===== config.mk =====
export PLATFORM = sky130hd
export DESIGN_NAME = bmide_status_block
export DESIGN_NICKNAME = d
export VERILOG_FILES = /design/src/rtl/bmide_pkg.sv /design/src/rtl/bmide_irq_latch.sv /design/src/rtl/bmide_chan.sv /design/src/rtl/bmide_status_block.sv
export SDC_FILE = /design/constraint.sdc
export NUM_CORES = 1
export LEC_CHECK = 0
export ABC_CLOCK_PERIOD_IN_PS = 2100
export BUFFER_PORTS_ARGS = -buffer_cell sky130_fd_sc_hd__buf_2
export CORE_MARGIN = 3
export CORE_UTILIZATION = 50
export CTS_BUF_LIST = sky130_fd_sc_hd__clkbuf_8 sky130_fd_sc_hd__clkbuf_16
export CTS_CLUSTER_SIZE = 14
export DETAILED_ROUTE_END_ITERATION = 10
export PLACE_DENSITY_LB_ADDON = 0.25
export SLEW_MARGIN = 20
export SYNTH_ARGS = -nofsm -noshare
export SYNTH_HDL_FRONTEND = slang
export SYNTH_SLANG_ARGS = --single-unit

===== constraint.sdc =====
create_clock -name clk -period 2.1 [get_ports clk]
set_input_delay 0.525 -clock clk [delete_from_list [all_inputs] [get_ports clk]]
set_output_delay 0.525 -clock clk [all_outputs]
set_load 0.05 [all_outputs]

===== src/rtl/bmide_pkg.sv =====
// Shared offsets, bit positions and types for the bus-master status block.
// Assumes byte addressing within an 8-byte group per channel.
package bmide_pkg;
    localparam int GRP_OFS_W = 3;
    localparam logic [GRP_OFS_W-1:0] OFS_CMD  = 3'd0;
    localparam logic [GRP_OFS_W-1:0] OFS_STAT = 3'd2;
    localparam logic [GRP_OFS_W-1:0] OFS_BASE = 3'd4;

    localparam int ST_ACT  = 0;
    localparam int ST_ERR  = 1;
    localparam int ST_IRQ  = 2;
    localparam int ST_CAP0 = 5;
    localparam int ST_CAP1 = 6;

    typedef struct packed {
        logic cmd;
        logic stat;
        logic base;
    } bm_wr_t;
endpackage


===== src/rtl/bmide_irq_latch.sv =====
// Edge-capturing interrupt flag with write-one-to-clear.
// Assumes dev_line is already synchronous to clk. A new edge wins over a clear.
module bmide_irq_latch (
    input  logic clk,
    input  logic rst_n,
    input  logic dev_line,
    input  logic clr,
    output logic flag
);
    logic line_q;
    logic edge_seen;

    assign edge_seen = dev_line & ~line_q;

    // Registered copy of the line, used for edge detection.
    always_ff @(posedge clk) begin
        if (!rst_n) line_q <= 1'b0;
        else        line_q <= dev_line;
    end

    // Flag: set on a rising edge, cleared by software otherwise.
    always_ff @(posedge clk) begin
        if (!rst_n)         flag <= 1'b0;
        else if (edge_seen) flag <= 1'b1;
        else if (clr)       flag <= 1'b0;
    end

    // a flag that is clear stays clear unless the line rises.
    p_no_level_set_r6: assert property (@(posedge clk) disable iff (!rst_n)
        (!flag && !(dev_line && !line_q)) |=> !flag);
    // a rising edge sets the flag.
    p_edge_sets_r5: assert property (@(posedge clk) disable iff (!rst_n)
        (dev_line && !line_q) |=> flag);
endmodule


===== src/rtl/bmide_chan.sv =====
// One channel's command, status and descriptor base registers.
// Assumes the event pulses last one cycle and are synchronous to clk.
module bmide_chan
    import bmide_pkg::*;
#(
    parameter int DW = 32
) (
    input  logic                 clk,
    input  logic                 rst_n,
    input  bm_wr_t               wr,
    input  logic [DW-1:0]        wdata,
    input  logic [GRP_OFS_W-1:0] rd_ofs,
    output logic [DW-1:0]        rdata,
    input  logic                 xfer_done,
    input  logic                 tgt_abort,
    input  logic                 mst_abort,
    input  logic                 par_err,
    input  logic                 dev_line,
    output logic                 irq_flag
);
    logic          cmd_q;
    logic          act_q;
    logic          err_q;
    logic [1:0]    cap_q;
    logic [DW-3:0] base_q;
    logic          err_any;
    logic [7:0]    stat_byte;

    assign err_any = tgt_abort | mst_abort | par_err;

    // Start/stop command bit storage.
    always_ff @(posedge clk) begin
        if (!rst_n)      cmd_q <= 1'b0;
        else if (wr.cmd) cmd_q <= wdata[0];
    end

    // Active flag: set by a start write, cleared by a stop write or region done.
    always_ff @(posedge clk) begin
        if (!rst_n)                       act_q <= 1'b0;
        else if (wr.cmd && wdata[0])      act_q <= 1'b1;
        else if (wr.cmd || xfer_done)     act_q <= 1'b0;
    end

    // Error flag: a new error wins over a write-one clear.
    always_ff @(posedge clk) begin
        if (!rst_n)                        err_q <= 1'b0;
        else if (err_any)                  err_q <= 1'b1;
        else if (wr.stat && wdata[ST_ERR]) err_q <= 1'b0;
    end

    // Capability storage bits and descriptor base pointer.
    always_ff @(posedge clk) begin
        if (!rst_n) begin
            cap_q  <= '0;
            base_q <= '0;
        end else begin
            if (wr.stat) cap_q  <= wdata[ST_CAP1:ST_CAP0];
            if (wr.base) base_q <= wdata[DW-1:2];
        end
    end

    bmide_irq_latch u_irq (
        .clk      (clk),
        .rst_n    (rst_n),
        .dev_line (dev_line),
        .clr      (wr.stat && wdata[ST_IRQ]),
        .flag     (irq_flag)
    );

    assign stat_byte = {1'b0, cap_q, 2'b00, irq_flag, err_q, act_q};

    // Read mux over the channel's three registers.
    always_comb begin
        unique case (rd_ofs)
            OFS_CMD:  rdata = {{(DW-1){1'b0}}, cmd_q};
            OFS_STAT: rdata = {{(DW-8){1'b0}}, stat_byte};
            OFS_BASE: rdata = {base_q, 2'b00};
            default:  rdata = '0;
        endcase
    end

    p_start_sets_r2: assert property (@(posedge clk) disable iff (!rst_n)
        (wr.cmd && wdata[0]) |=> act_q);
    p_done_clears_r3: assert property (@(posedge clk) disable iff (!rst_n)
        (xfer_done && !(wr.cmd && wdata[0])) |=> !act_q);
    p_err_sets_r4: assert property (@(posedge clk) disable iff (!rst_n)
        err_any |=> err_q);
    p_zero_write_keeps_r7: assert property (@(posedge clk) disable iff (!rst_n)
        (wr.stat && !wdata[ST_ERR] && err_q) |=> err_q);
    p_stat_keeps_act_r7: assert property (@(posedge clk) disable iff (!rst_n)
        (wr.stat && !wr.cmd && !xfer_done) |=> $stable(act_q));
endmodule


===== src/rtl/bmide_status_block.sv =====
// Two-channel bus-master status block: address decode, channel instances, read select.
// Assumes byte addresses: bits 2:0 give the offset within a group, the upper bits the channel.
module bmide_status_block
    import bmide_pkg::*;
#(
    parameter int NUM_CH = 2,
    parameter int DW     = 32,
    localparam int CH_W   = (NUM_CH > 1) ? $clog2(NUM_CH) : 1,
    localparam int ADDR_W = GRP_OFS_W + CH_W
) (
    input  logic              clk,
    input  logic              rst_n,
    input  logic              reg_wr,
    input  logic [ADDR_W-1:0] reg_addr,
    input  logic [DW-1:0]     reg_wdata,
    output logic [DW-1:0]     reg_rdata,
    input  logic [NUM_CH-1:0] xfer_done,
    input  logic [NUM_CH-1:0] tgt_abort,
    input  logic [NUM_CH-1:0] mst_abort,
    input  logic [NUM_CH-1:0] par_err,
    input  logic [NUM_CH-1:0] dev_irq_in,
    output logic [NUM_CH-1:0] irq_out
);
    logic [GRP_OFS_W-1:0] ofs;
    logic [CH_W-1:0]      ch_sel;
    logic [DW-1:0]        ch_rdata [NUM_CH];

    assign ofs    = reg_addr[GRP_OFS_W-1:0];
    assign ch_sel = reg_addr[ADDR_W-1:GRP_OFS_W];

    for (genvar c = 0; c < NUM_CH; c++) begin : g_ch
        bm_wr_t wr_c;
        logic   hit;

        // Per-channel write strobes from the decoded address.
        always_comb begin
            hit       = reg_wr && (ch_sel == CH_W'(c));
            wr_c.cmd  = hit && (ofs == OFS_CMD);
            wr_c.stat = hit && (ofs == OFS_STAT);
            wr_c.base = hit && (ofs == OFS_BASE);
        end

        bmide_chan #(.DW(DW)) u_chan (
            .clk       (clk),
            .rst_n     (rst_n),
            .wr        (wr_c),
            .wdata     (reg_wdata),
            .rd_ofs    (ofs),
            .rdata     (ch_rdata[c]),
            .xfer_done (xfer_done[c]),
            .tgt_abort (tgt_abort[c]),
            .mst_abort (mst_abort[c]),
            .par_err   (par_err[c]),
            .dev_line  (dev_irq_in[c]),
            .irq_flag  (irq_out[c])
        );
    end

    // Read select by channel; unpopulated channel codes read 0.
    always_comb begin
        reg_rdata = '0;
        for (int c = 0; c < NUM_CH; c++)
            if (ch_sel == CH_W'(c)) reg_rdata = ch_rdata[c];
    end

    p_base_low_zero_r9: assert property (@(posedge clk) disable iff (!rst_n)
        (ofs == OFS_BASE) |-> (reg_rdata[1:0] == 2'b00));
    p_stat_fixed_zero_r8: assert property (@(posedge clk) disable iff (!rst_n)
        (ofs == OFS_STAT) |-> (reg_rdata[7] == 1'b0 && reg_rdata[4:3] == 2'b00));
    p_unmapped_zero_r10: assert property (@(posedge clk) disable iff (!rst_n)
        (ofs != OFS_CMD && ofs != OFS_STAT && ofs != OFS_BASE) |-> (reg_rdata == '0));
endmodule


* Word-level counts from Yosys, hierarchy flattened *
Cells that the tools add are included.

cells by class
  bitwise operators = 9
  reductions and logical operators = 23
  equal/unequal tests = 2
  mux-type cells = 15

operators with widths
  cell                                                 number
  one-hot mux 32 bit (3 select lines)                  2
  2-to-1 mux 32 bit                                    1
  logical AND 1 bit                                    14
  2-to-1 mux 1 bit                                     12
  nonzero test 2 bit                                   6
  OR 1 bit                                             4
  equality test 3 x 2 -> 1 bit, second input constant  1
  equality test 3 bit, second input constant           1
  logical NOT 3 bit                                    1
  inverter 1 bit                                       3
  bitwise AND 1 bit                                    2
  logical OR 1 bit                                     2

storage, ports and cells
  output and inout bits = 34
  register bits after elaboration = 74
  bits of input ports = 49
  word-level logic and storage cells = 63

* Depth between registers and ports, before layout *
Gate-level depths: netlist of the first run.

  depth after elaboration = 6
  gate-level depth with buffers = 5

* Cells and area by module *
Synthesis of the first run repeated with hierarchy kept, for this count alone.

unflattened totals
  cells, all modules = 372
  area, all modules = 3,982.6 um2

by module, submodules not included
  module              seq. area each (um2)  cells an instance  area an instance (um2)  times used
  bmide_chan          700.7                 157                1,620.3                 2
  bmide_status_block  0.0                   46                 601.8                   1
  bmide_irq_latch     40.0                  6                  70.1                    2

* Least setup slack after synthesis of the first run *
OpenSTA, ideal clock, no wires.

  path kind = input to output
  start point = input port reg_addr[2]
  end point = output port reg_rdata[1]
  arrival time = 2,188 ps
  stages = 3
  path slack = -613 ps
  data required time = 1,575 ps
  path buffers = 1
  cells stage by stage = clkbuf_1 nor2b_1 nor3b_1

on the way
  longest elaborated chain between the ends = 3

ends and longest elaborated chain
  element                                      line                      text
  start: declaration                           bmide_status_block.sv:14  input logic [ADDR_W-1:0] reg_addr,
  equality test 3 bit (tied with other cells)  bmide_chan.sv:74          unique case (rd_ofs)
  one-hot mux 32 bit (3 select lines)          bmide_chan.sv:74
  2-to-1 mux 32 bit *                          bmide_status_block.sv:63  if (ch_sel == CH_W'(c)) reg_rdata = ch_rdata[c];
  end: declaration                             bmide_status_block.sv:16  output logic [DW-1:0] reg_rdata,

Every way passes the cells marked *; elsewhere a longest branch is shown, timed or not.

* Worst setup path in the final report of the first run *
  start point = input port reg_addr[2]
  end point = output port reg_rdata[6]

Same word-level chain as after synthesis.

==> impl_metrics.csv, run 1 <==
group,metric,value,unit
outcome,status,"finished with violations",
outcome,failed_checks,"setup timing",
detailed_routing,drc,0,
yosys,netlist_instances,369,
worst_setup_path,cp-start-kind,"input port",
yosys,synth_common_cells,"101 x nand2_1, 96 x mux2i_1, 74 x dfxtp_1",
global_routing,track_usage,19.6,%
clocking,h-tree-depth,3,
yosys,yosysWarningCount,0,
pwr,ir_drop,0.000367,V
yosys,syn_nets,418,
worst_setup_path,crit_type,"in2out",
placement,io_buffers,82,
timing,worst_slack,-0.00627,ns
clocking,clock-sinks,74,
clocking,post_cts_resize_count,4,
pwr,p_leak,1.93,nW
floorplanning,ios,83,
yosys,yosysTopAreaCell,"dfxtp_1",
cells_and_area,final_cell_area,4170,sq um
timing,finalHoldViolCount,0,
global_routing,grt_pass1_vias,2600,
yosys,synth.distinct_cells,31,
yosys,synthArstFlopShare,0,%
yosys,synth-edff-count,0,
detailed_routing,wl_per_cell,13.8,microns
yosys,synth-seq-cells,74,
yosys,syn_area,3410,sq um
cells_and_area,drive_gt1_share,28.6,%
global_routing,antenna_found_initial,0,
yosys,synth.top_cell.area_share,43.4,%
worst_setup_path,end_kind,"output port",
detailed_routing,vias,2749,
placement,dpl.cell_count,512,
cells_and_area,stdcell_count,528,
cells_and_area,antennaDiodeCount,0,
worst_setup_path,cp.required,1.57,ns
flow_run,maxCapViolCount,0,
global_routing,grt_pass1_wl,11.9,mm
floorplanning,core-area,6490,sq um
timing,fmax,475,MHz
yosys,avgSynthCellArea,9.25,sq um
placement,hpwlAfterDp,5.03,mm
clocking,clk_latency,0.34,ns
worst_setup_path,cp.arrival,1.58,ns
floorplanning,fp.dieH,88.6,microns
placement,dpl_cell_area,3950,sq um
detailed_routing,drt_iter0_markers,101,
detailed_routing,via_per_inst,5.21,
timing,setup_viol,1,
pwr,power,2.67,mW
yosys,synth.top_cells.by_area,"dfxtp_1 43%, mux2i_1 28%, nand2_1 11%, nor2_1 3.2%, buf_2 1.3%",
yosys,yosysSeqAreaShare,43.4,%
floorplanning,std_cell_rows,29,
placement,dp_slack,-0.00885,ns
yosys,synth_most_common_cell,"nand2_1",
worst_setup_path,worst-path-max-fanout,6,
detailed_routing,first_pass_iters,4,
timing,period_share,100,%
clocking,cts_buffers,9,
cells_and_area,area_growth,22.3,%
clocking,post-cts-setup-buffers,0,
detailed_routing,postRouteAntennaNets,0,
clocking,cts_tree,"built",
global_routing,grt_max_degree,46,
timing,tightest_slew,0.397,ns
floorplanning,die-width,88.6,microns
clocking,ctsRootBufferMaster,"clkbuf_8",
floorplanning,die_area,7850,sq um
timing,rsz0062_at_grt,"yes",
timing,worst_slew_margin_rel,73.6,%
timing,skew,0.0000747,ns
timing,maxSlewViolCount,0,
global_routing,overflow,0,
clocking,cts.clk_slew.worst_paths,0.08,ns
floorplanning,start_util,52.6,%
timing,period_needed,2.11,ns
cells_and_area,fill_cells,570,
detailed_routing,routed_wl,7.29,mm
clocking,cts_hold_buf,0,
clocking,clockBufferDepth,2,
placement,finalWeightedCongestion,0.751,
cells_and_area,finalNetCount,495,
min_path,min_path_type,"in2reg",
yosys,synth_ff_type,"dfxtp_1",
pwr,power_density,640,nW/um^2
[report_power, final]
| group | leakage, nW | switching (mW) | internal, mW | total, mW |
|---|---|---|---|---|
| clock network | 0.0868 | 0.532 | 0.426 | 0.958 |
| registers | 0.599 | 0.0137 | 1.43 | 1.44 |
| logic | 1.25 | 0.160 | 0.114 | 0.274 |
[metal layers]
layer	vias to the layer above	GRT usage, %	wire, microns	share of wire (%)
met5	-	0	0	0
met4	0	8.24	87	1.2
met3	7	4.10	376	5.2
met2	71	31.5	3450	47
met1	1276	25.5	3380	46
li1	1395	-	-	-
[cell type report]
cell class | instances | area (sq um) | share of cell area [%]
Clock buffer | 9 | 124 | 2.97
Clock inverter | 7 | 46.3 | 1.11
Inverter | 3 | 11.3 | 0.270
Multi-Input combinational cell | 263 | 1810 | 43.4
Sequential cell | 74 | 1480 | 35.5
Tap cell | 77 | 96.3 | 2.31
Timing Repair Buffer | 95 | 604 | 14.5
[through the flow]
stage / hold slack, ns / setup TNS, ns / util, %
after detailed placement: 0.418 / -0.0178 / 60.8
after floorplan: 0.399 / -6.60 / -
final: 0.377 / -0.00627 / 64.3
after global placement: 0.404 / -0.00142 / 60.8
after CTS: 0.361 / 0 / 63.6
after global routing: 0.400 / -0.0370 / 64.3
[placed cells by master, fill, tap and decap left out]
cell and instances:
inv_6 1, a22oi_1 3, or2_2 1, nor3b_2 3, nand4b_1 1, nand2b_1 3
o31ai_1 1, buf_4 11, mux4_2 1, o22ai_4 3, nor2_1 24, buf_6 3
inv_1 4, nor2_2 5, a21boi_0 2, nor4_1 1, nand3b_1 4, dfxtp_1 74
nor3_1 2, and3b_2 1, clkinv_4 1, clkinv_2 2, mux2i_1 96, clkinvlp_4 2
nand2_1 101, o22ai_1 1, or3_1 1, clkbuf_8 9, a22oi_2 3, o21ai_0 2
nand3_2 1, clkbuf_4 3, o311ai_0 1, nor2b_1 1, nor2b_2 1, buf_12 5
buf_2 73
[registers in the layout, summed over array words and instances, names as in the netlist]
register                  cells
g_ch.u_chan.act_q             2
g_ch.u_chan.base_q           60
g_ch.u_chan.cap_q             4
g_ch.u_chan.cmd_q             2
g_ch.u_chan.err_q             2
g_ch.u_chan.u_irq.flag        2
g_ch.u_chan.u_irq.line_q      2
[cells by family (layout without fill, tap and decap cells)]
logic type / after synthesis / after routing / share of synthesized area, %
buf+inv: 32 / 114 / 6.12
flops: 74 / 74 / 43.4
simple gates: 150 / 150 / 18.4
compound gates: 16 / 16 / 3.26
mux: 97 / 97 / 28.8
[critical path, stage by stage]
cell and delay (ns):
buf_2 0.11, nor2b_2 0.16, buf_4 0.16, a22oi_1 0.30, o22ai_4 0.11, buf_4 0.20
[path summary, 6_finish.rpt]
| path | cells past startpoint | from | slack (ns) | endpoint |
|---|---|---|---|---|
| worst max-delay path | 6 | reg_addr[2] | -0.006 | reg_rdata[6] |
| worst min-delay path | 3 | dev_irq_in[0] | 0.38 | g_ch[0].u_chan.u_irq.line_q$_SDFF_PN0_ |
| worst max register to register | 2 | g_ch[1].u_chan.u_irq.flag$_SDFFE_PN0P_ | 1.36 | g_ch[1].u_chan.u_irq.flag$_SDFFE_PN0P_ |
| worst min register to register | 1 | g_ch[0].u_chan.u_irq.line_q$_SDFF_PN0_ | 0.43 | g_ch[0].u_chan.u_irq.flag$_SDFFE_PN0P_ |
(Power assumes the default switching activity.)
==> run 2: changes to the inputs <==
Settings changed: CORE_UTILIZATION 50 to 33.
==> run 2 against run 1 <==
- the run now ends clean
- sequential share of layout area is 1.9 points lower
- worst setup slack better by 0.051 ns
- wire length is 7.8% higher
- first-iteration DRC count is 12% lower
- critical endpoint is now reg_rdata[0]
- utilization is 20 points lower
- clock power is 25% higher
- combinational power is 5% higher
- flip-flop and latch count stayed put
- maximum frequency is 2.5% higher
- clock skew is 0.0025 ns higher
- clock-buffer cell count is 1 higher
- largest cell class unchanged
- critical path depth is 2 lower
==> impl_metrics.csv, run 2 (synthesized netlist as in run 1, its figures left out) <==
group,metric,value,unit
detailed_routing,wl_per_cell,13.3,microns
outcome,status,"finished clean",
detailed_routing,first_pass_iters,7,
worst_setup_path,end_kind,"output port",
timing,worst_slew_margin_rel,76.0,%
cells_and_area,multi_input_area,1810,sq um
floorplanning,start_util,34.4,%
timing,setup_viol,0,
placement,io_buffers,82,
cells_and_area,drive_gt1_share,28.9,%
global_routing,grt_pass1_vias,2818,
clocking,cts_tree,"built",
worst_setup_path,crit_top_cell,"buf_2",
placement,hpwlAfterDp,5.50,mm
worst_setup_path,cp.arrival,1.53,ns
cells_and_area,regMostFlops,"g_ch.u_chan.base_q",
timing,worst_slack,0.0448,ns
detailed_routing,vias,2725,
floorplanning,die_area,11600,sq um
worst_setup_path,reg2regPathDepth,2,
min_path,holdPathStages,3,
clocking,clock-sinks,74,
pwr,power,2.93,mW
pwr,power_density,665,nW/um^2
global_routing,grt_pass1_wl,13.1,mm
worst_setup_path,crit_slowest_cell,"mux4_2",
clocking,h-tree-depth,3,
timing,finalHoldViolCount,0,
global_routing,overflow,0,
clocking,cts_buffers,9,
min_path,min_from,"dev_irq_in[0]",
placement,finalWeightedCongestion,0.732,
timing,tightest_slew,0.360,ns
clocking,cts.clk_slew.worst_paths,0.08,ns
worst_setup_path,max_stage_delay,0.50,ns
timing,period_needed,2.06,ns
clocking,clk_latency,0.33,ns
floorplanning,core-area,9910,sq um
global_routing,track_usage,14.1,%
min_path,hold_path_end,"g_ch[0].u_chan.u_irq.line_q$_SDFF_PN0_",
floorplanning,fp.dieH,108,microns
clocking,clockBufferDepth,2,
flow_run,maxCapViolCount,0,
detailed_routing,routed_wl,7.86,mm
worst_setup_path,cp-start-kind,"input port",
timing,maxSlewViolCount,0,
worst_setup_path,cp_cell_sequence,"buf_2, mux4_2, nor3b_2, buf_2",
timing,period_share,97.9,%
detailed_routing,drt_iter0_markers,89,
cells_and_area,layout_commonest_cell,"nand2_1",
worst_setup_path,path_delay_family,"multiplexers",
floorplanning,std_cell_rows,36,
worst_setup_path,worst-path-max-fanout,4,
detailed_routing,drc,0,
cells_and_area,largest_reg_flops,60,
pwr,ir_drop,0.000411,V
worst_setup_path,path_buf_inv,2,
timing,fmax,487,MHz
worst_setup_path,crit_type,"in2out",
worst_setup_path,cp.required,1.57,ns
cells_and_area,seqCellArea,1480,sq um
cells_and_area,antennaDiodeCount,0,
placement,dp_slack,0.0308,ns
detailed_routing,postRouteAntennaNets,0,
clocking,ctsRootBufferMaster,"clkbuf_8",
global_routing,antenna_found_initial,0,
pwr,p_leak,1.99,nW
min_path,min_path_type,"in2reg",
clocking,cts_hold_buf,0,
cells_and_area,largestRegisters,"g_ch.u_chan.base_q x60, g_ch.u_chan.cap_q x4",
timing,skew,0.00260,ns
worst_setup_path,worstReg2RegEnd,"g_ch[1].u_chan.u_irq.flag$_SDFFE_PN0P_",
worst_setup_path,r2r_slack,1.43,ns
cells_and_area,mostFrequentLayoutCells,"101 x nand2_1, 96 x mux2i_1, 74 x dfxtp_1",
cells_and_area,finalNetCount,500,
cells_and_area,area_growth,29.3,%
clocking,post-cts-setup-buffers,0,
global_routing,grt_max_degree,44,
floorplanning,die-width,108,microns
cells_and_area,fill_cells,996,
detailed_routing,via_per_inst,4.63,
worst_setup_path,r2r-start,"g_ch[1].u_chan.u_irq.flag$_SDFFE_PN0P_",
clocking,post_cts_resize_count,0,
floorplanning,ios,83,
==> run 2: layout make-up <==
type,count,share of cell area [%]
clock inverter,6,1.84
sequential,74,33.6
clock buffer,10,3.12
tap,133,3.77
multi-input combinational,263,40.9
inverter,3,0.255
timing repair buffer,100,16.5
==> run 2: per-stage QoR <==
step	setup TNS [ns]	utilization (%)	instance area, sq um	hold slack, ns	std cells
after global routing	-0.00812	44.5	4410	0.399	589
after global placement	0	41.4	4100	0.407	573
final	0	44.5	4410	0.392	589
after floorplan	-6.60	-	3470	0.399	369
after detailed placement	0	41.4	4100	0.409	573
after CTS	0	43.6	4320	0.367	589
==> run 2: how the worst max path moves through the flow <==
stage | startpoint | to | slack, ns | depth (start not counted)
after floorplan | reg_addr[2] | reg_rdata[13] | -0.31 | 5
after global placement | reg_addr[2] | reg_rdata[5] | 0.05 | 6
after detailed placement | reg_addr[2] | reg_rdata[5] | 0.03 | 6
after CTS | reg_addr[2] | reg_rdata[5] | 0.03 | 6
after global routing | reg_addr[1] | reg_rdata[3] | -0.007 | 6
final | reg_addr[1] | reg_rdata[0] | 0.04 | 4
==> run 2: layer usage <==
layer	vias up	wire length [microns]	global-route usage [%]
li1	1399	-	-
met1	1264	3460	16.8
met2	55	3970	24.5
met3	7	338	3.48
met4	0	87	4.78
met5	-	0	0
==> run 2: power by group <==
part	internal, mW	switching (mW)
Combinational	0.124	0.165
Sequential	1.43	0.0129
Clock	0.693	0.510
==> run 2: worst reg2reg max path: stages, from the launching register on <==
cell and delay (ns):
dfxtp_1 0.34, o311ai_0 0.09, o21ai_0 0.12
